File: config.mk
export PLATFORM = sky130hd
export DESIGN_NAME = spec_regstate
export DESIGN_NICKNAME = d
export VERILOG_FILES = /design/src/rtl/srs_pkg.sv /design/src/rtl/srs_arch_file.sv /design/src/rtl/srs_future_file.sv /design/src/rtl/srs_read_port.sv /design/src/rtl/spec_regstate.sv
export SDC_FILE = /design/constraint.sdc
export NUM_CORES = 2
export LEC_CHECK = 0
export BUFFER_PORTS_ARGS = -buffer_cell sky130_fd_sc_hd__clkbuf_2
export CELL_PAD_IN_SITES_DETAIL_PLACEMENT = 0
export CELL_PAD_IN_SITES_GLOBAL_PLACEMENT = 1
export CORE_MARGIN = 2
export CORE_UTILIZATION = 35
export CTS_CLUSTER_DIAMETER = 120
export CTS_CLUSTER_SIZE = 8
export DETAILED_ROUTE_END_ITERATION = 10
export GPL_ROUTABILITY_DRIVEN = 0
export PLACE_DENSITY = 0.61
export SYNTH_ARGS = -nofsm -noshare
export SYNTH_HDL_FRONTEND = slang
export SYNTH_SLANG_ARGS = --single-unit
export TNS_END_PERCENT = 50
File: constraint.sdc
create_clock -name clk -period 2.3 [get_ports clk]
set_input_delay 0.115 -clock clk [delete_from_list [all_inputs] [get_ports clk]]
set_output_delay 0.115 -clock clk [all_outputs]
set_load 0.01 [all_outputs]
File: src/rtl/srs_pkg.sv
package srs_pkg;
  // Bits needed to index n entries, at least one.
  function automatic int idx_bits(input int n);
    return (n <= 2) ? 1 : $clog2(n);
  endfunction
endpackage

File: src/rtl/srs_arch_file.sv
module srs_arch_file #(
  parameter int NUM_REGS  = 24,
  parameter int DATA_W    = 32,
  parameter int IDX_W     = 5,
  parameter int RET_LANES = 3
) (
  input  logic                          clk,
  input  logic                          rst_n,
  input  logic [RET_LANES-1:0]          ret_vld,
  input  logic [RET_LANES*IDX_W-1:0]    ret_idx,
  input  logic [RET_LANES*DATA_W-1:0]   ret_data,
  output logic [NUM_REGS*DATA_W-1:0]    af_flat,
  output logic [NUM_REGS*DATA_W-1:0]    af_next_flat
);
  for (genvar r = 0; r < NUM_REGS; r++) begin : g_reg
    logic [DATA_W-1:0] q;
    logic [DATA_W-1:0] nxt;

    // Walk lanes oldest to youngest so the youngest matching lane wins.
    always_comb begin
      nxt = q;
      for (int k = 0; k < RET_LANES; k++) begin
        if (ret_vld[k] && ret_idx[k*IDX_W +: IDX_W] == IDX_W'(r))
          nxt = ret_data[k*DATA_W +: DATA_W];
      end
    end

    always_ff @(posedge clk) begin
      if (!rst_n) q <= '0;
      else        q <= nxt;
    end

    assign af_flat[r*DATA_W +: DATA_W]      = q;
    assign af_next_flat[r*DATA_W +: DATA_W] = nxt;
  end
endmodule

File: src/rtl/srs_future_file.sv
module srs_future_file #(
  parameter int NUM_REGS = 24,
  parameter int DATA_W   = 32,
  parameter int IDX_W    = 5
) (
  input  logic                       clk,
  input  logic                       rst_n,
  input  logic                       flush,
  input  logic                       cmp_vld,
  input  logic [IDX_W-1:0]           cmp_idx,
  input  logic [DATA_W-1:0]          cmp_data,
  input  logic [NUM_REGS*DATA_W-1:0] restore_flat,
  output logic [NUM_REGS*DATA_W-1:0] ff_flat
);
  for (genvar r = 0; r < NUM_REGS; r++) begin : g_reg
    logic [DATA_W-1:0] q;

    // Flush outranks completion: the whole file reloads in one edge.
    always_ff @(posedge clk) begin
      if (!rst_n)
        q <= '0;
      else if (flush)
        q <= restore_flat[r*DATA_W +: DATA_W];
      else if (cmp_vld && cmp_idx == IDX_W'(r))
        q <= cmp_data;
    end

    assign ff_flat[r*DATA_W +: DATA_W] = q;
  end
endmodule

File: src/rtl/srs_read_port.sv
module srs_read_port #(
  parameter int NUM_REGS = 24,
  parameter int DATA_W   = 32,
  parameter int IDX_W    = 5
) (
  input  logic [IDX_W-1:0]           rd_idx,
  input  logic [NUM_REGS*DATA_W-1:0] ff_flat,
  input  logic                       byp_vld,
  input  logic [IDX_W-1:0]           byp_idx,
  input  logic [DATA_W-1:0]          byp_data,
  output logic [DATA_W-1:0]          rd_data
);
  logic              found;
  logic [DATA_W-1:0] stored;

  always_comb begin
    found  = 1'b0;
    stored = '0;
    for (int r = 0; r < NUM_REGS; r++) begin
      if (rd_idx == IDX_W'(r)) begin
        found  = 1'b1;
        stored = ff_flat[r*DATA_W +: DATA_W];
      end
    end
  end

  // Forward a same-cycle completion only for an index that names a real entry.
  assign rd_data = (found && byp_vld && byp_idx == rd_idx) ? byp_data : stored;
endmodule

File: src/rtl/spec_regstate.sv
module spec_regstate
  import srs_pkg::*;
#(
  parameter int NUM_REGS  = 24,
  parameter int DATA_W    = 32,
  parameter int RET_LANES = 3,
  parameter int RD_PORTS  = 2,
  localparam int IDX_W    = idx_bits(NUM_REGS)
) (
  input  logic                        clk,
  input  logic                        rst_n,
  input  logic                        cmp_vld,
  input  logic [IDX_W-1:0]            cmp_idx,
  input  logic [DATA_W-1:0]           cmp_data,
  input  logic [RET_LANES-1:0]        ret_vld,
  input  logic [RET_LANES*IDX_W-1:0]  ret_idx,
  input  logic [RET_LANES*DATA_W-1:0] ret_data,
  input  logic                        flush,
  input  logic [RD_PORTS*IDX_W-1:0]   rd_idx,
  output logic [RD_PORTS*DATA_W-1:0]  rd_data
);
  logic [NUM_REGS*DATA_W-1:0] af_flat;
  logic [NUM_REGS*DATA_W-1:0] af_next_flat;
  logic [NUM_REGS*DATA_W-1:0] ff_flat;
  logic                       byp_vld;

  assign byp_vld = cmp_vld & ~flush;

  srs_arch_file #(
    .NUM_REGS(NUM_REGS), .DATA_W(DATA_W), .IDX_W(IDX_W), .RET_LANES(RET_LANES)
  ) u_arch (
    .clk(clk), .rst_n(rst_n),
    .ret_vld(ret_vld), .ret_idx(ret_idx), .ret_data(ret_data),
    .af_flat(af_flat), .af_next_flat(af_next_flat)
  );

  srs_future_file #(
    .NUM_REGS(NUM_REGS), .DATA_W(DATA_W), .IDX_W(IDX_W)
  ) u_fut (
    .clk(clk), .rst_n(rst_n), .flush(flush),
    .cmp_vld(cmp_vld), .cmp_idx(cmp_idx), .cmp_data(cmp_data),
    .restore_flat(af_next_flat), .ff_flat(ff_flat)
  );

  for (genvar p = 0; p < RD_PORTS; p++) begin : g_rd
    srs_read_port #(
      .NUM_REGS(NUM_REGS), .DATA_W(DATA_W), .IDX_W(IDX_W)
    ) u_rd (
      .rd_idx(rd_idx[p*IDX_W +: IDX_W]),
      .ff_flat(ff_flat),
      .byp_vld(byp_vld), .byp_idx(cmp_idx), .byp_data(cmp_data),
      .rd_data(rd_data[p*DATA_W +: DATA_W])
    );
  end
endmodule

==> impl_metrics.env <==
export IMPL_max_cap_viol_count=0
export IMPL_postRouteAntennaNets=0
export IMPL_numClockSinks=1536
export IMPL_ys_warnings_count=0
export IMPL_setup_ws_ns=-1.235
export IMPL_vias_per_cell=6.606
export IMPL_dp_cells=16008
export IMPL_post_layout_nonfiller_instances=16321
export IMPL_synth_main_ff_cell="dfxtp_1"
export IMPL_min_period_ns=3.535
export IMPL_synth_async_reset_ratio=0
export IMPL_crit_type="reg -> out"
export IMPL_final_nets=12900
export IMPL_yosys_top_cells_area="dfxtp_1 33%, a21oi_1 10%, mux2i_1 9.2%"
export IMPL_fp_dieW_um=521.1
export IMPL_grt_pass1_vias=99325
export IMPL_synth_cell_type_count=113
export IMPL_worst_pin_slew_ns=1.196
export IMPL_critPathArrivalTime_ns=3.42
export IMPL_die_area_um2=271500
export IMPL_final_fill_count=25567
export IMPL_num_vias=107817
export IMPL_dr_pass1_iters=9
export IMPL_postSynthCellCount=11606
export IMPL_regArea_um2=31050
export IMPL_timing_rr_start="u_fut.g_reg[6].q[21]"
export IMPL_syn_avg_cell_area_um2=8.063
export IMPL_path_clk_slew_ns=0.05
export IMPL_clkLatencyLatePin_ns=0.97
export IMPL_die_h_um=521.1
export IMPL_row_count=189
export IMPL_powerDensity_nw_per_um2=594.1
export IMPL_numCtsBuffers=210
export IMPL_finalSetupViolCount=64
export IMPL_core_um2=265600
export IMPL_worst_path_max_fanout=2
export IMPL_ys_ff_latch=1536
export IMPL_clk_root_buffer_cell="clkbuf_16"
export IMPL_synth_net_count=11771
export IMPL_grt_pass1_wl_mm=814.2
export IMPL_htree_levels=4
export IMPL_synth_top_cell_area_share=0.3286
export IMPL_hpwl_mm=439.1
export IMPL_clk_path_buf_depth=3
export IMPL_globalRouteOverflowTotal=0
export IMPL_routedWlPerCell_um=36.82
export IMPL_utilization=0.4610
export IMPL_fmax_ghz=0.2829
export IMPL_grt_setup_unrepaired="true"
export IMPL_drc_errors=0
export IMPL_worst_clock_skew_ns=0.08889
export IMPL_hold_start="ret_data[61]"
export IMPL_antenna_found_initial=68
export IMPL_failed_checks="setup timing"
export IMPL_finalCritPeriodShare=1.537
export IMPL_initial_core_util=0.3524
export IMPL_status="finished, violations left"
export IMPL_worstSetupStartpoint="u_fut.g_reg[2].q[2]"
export IMPL_seq_area_frac_synth=0.3286
export IMPL_syn_to_final_growth_pct=30.81
export IMPL_cts_tree="done"
export IMPL_relSlewSlack=0.2030
export IMPL_multi_input_area_um2=60150
export IMPL_port_buffers=228
export IMPL_worst_setup_path_start_kind="flip-flop"
export IMPL_dr_first_iter_drc_count=18551
export IMPL_crit_required_ns=2.18
export IMPL_io_pins=229
export IMPL_hold_viol_final=0
export IMPL_synth_edf_count=0
export IMPL_slew_viol_final=0
export IMPL_drive_gt1_frac=0.3029
export IMPL_p_leak_nw=49.20
export IMPL_hold_class="in -> reg"
export IMPL_tns_ns=-49.13
export IMPL_crit_path_end_kind="primary output"
export IMPL_vdd_drop_max_v=0.0006315
export IMPL_yosysTopAreaCell="dfxtp_1"
export IMPL_grt_usage=0.4232
export IMPL_totalWireLength_mm=601.0
export IMPL_synth_area_um2=93580
export IMPL_grt_max_degree=209
==> state kept, by name (all words and copies together), names as in the netlist <==
register    cells
u_arch.g.q    768
u_fut.g.q     768
==> stage by stage <==
step | cell area, um^2 | total power, mW | worst slack (ns) | hold slack (ns)
floorplan | 93580 | 34.78 | 0.2481 | 0.2957
global placement | 113100 | 42.20 | -1.418 | 0.4999
detailed placement | 113100 | 42.29 | -1.406 | 0.5058
CTS | 121300 | 71.60 | -1.140 | 0.008364
global route | 122400 | 73.87 | -1.232 | 0.07231
finish | 122400 | 72.73 | -1.235 | 0.04835
==> cell usage after synthesis, drive strengths merged, types with 12 or more instances <==
cell type and number:
a2111oi 17, a211o 14, a211oi 805, a21o 15, a21oi 1899, a221o 17, a221oi 65, a22oi 58
a31oi 46, and3 16, buf 341, clkbuf 1009, dfxtp 1536, inv 36, mux2 740, mux2i 858
mux4 37, nand2 305, nand2b 53, nand3 61, nand4 14, nor2 1086, nor2b 821, nor3 90
nor3b 15, nor4 18, o2111ai 12, o211ai 37, o21a 13, o21ai 1133, o221ai 83, o22a 14
o22ai 121, or2 12, or3 18
==> path summary, 6_finish.rpt <==
kind | endpoint | slack (ns) | depth (start not counted)
hold / removal | u_arch.g_reg[3].q[29] | 0.05 | 6
hold reg to reg | u_fut.g_reg[0].q[0] | 0.69 | 3
setup reg to reg | u_fut.g_reg[6].q[21] | 0.58 | 5
setup / recovery | rd_data[34] | -1.24 | 9
==> logic make-up (layout without fill, tap and decap cells) <==
group                  count (synthesis)  after routing  synth area share
AND/OR/NAND/NOR                     2561           2561            0.1368
other                                  0             37                 0
multiplexers                        1635           1635            0.1898
AO/OA/AOI/OAI                       4479           4479            0.2818
flip-flops                          1536           1536            0.3286
buffers and inverters               1387           2532           0.06228
XOR/XNOR                               8              8         0.0007487
==> layout make-up <==
| type | instances | share of cell area |
|---|---|---|
| Sequential cell | 1536 | 0.2537 |
| Clock inverter | 17 | 0.003301 |
| Multi-Input combinational cell | 8683 | 0.4914 |
| Timing Repair Buffer | 2267 | 0.1706 |
| Inverter | 37 | 0.001196 |
| Tap cell | 3533 | 0.03611 |
| Clock buffer | 211 | 0.04296 |
| Antenna cell | 37 | 0.0007564 |
==> report_power, final <==
group	internal [mW]	switching [mW]	leakage [nW]
sequential	27.8	1.54	12.6
clock	16.2	13.0	2.76
combinational	5.32	8.89	33.8
==> critical path, cell delays in order, from the launching register on <==
cell      delay (ns)
dfxtp_2         0.34
or4_1           0.52
mux4_2          0.48
nand2_2         0.08
nand3_2         0.10
o211ai_1        0.38
a221o_1         0.26
a31oi_1         0.08
buf_4           0.17
clkbuf_2        0.12
==> routing by layer <==
layer  global-route usage  up-vias  part of all wire
met5                    0        -           0.00070
met4               0.3142       46             0.091
met3               0.1580     2599              0.14
met2               0.6001     8705              0.40
met1               0.5193    52005              0.37
li1                     -    44462                 -
==> cells in the final DEF, fill, tap and decap left out, types with 185 or more instances in the layout <==
master,count
a211oi_1,791
a21oi_1,1838
buf_12,312
buf_4,1635
clkbuf_16,210
clkbuf_2,185
dfxtp_1,1385
mux2_2,737
mux2i_1,847
nand2_1,249
nor2_1,1025
nor2b_1,806
o21ai_0,1069
==> repair_timing <==
item | 4_1_cts | 5_1_grt
endpoints found under the setup margin | 64 | 64
endpoints found under the hold margin | 990 | 0
buffers inserted | 12 | 3
pin swaps | 156 | 117
gates resized for setup | 529 | 262
hold buffers | 67 | 0
Power figures use the tool's default switching activity.
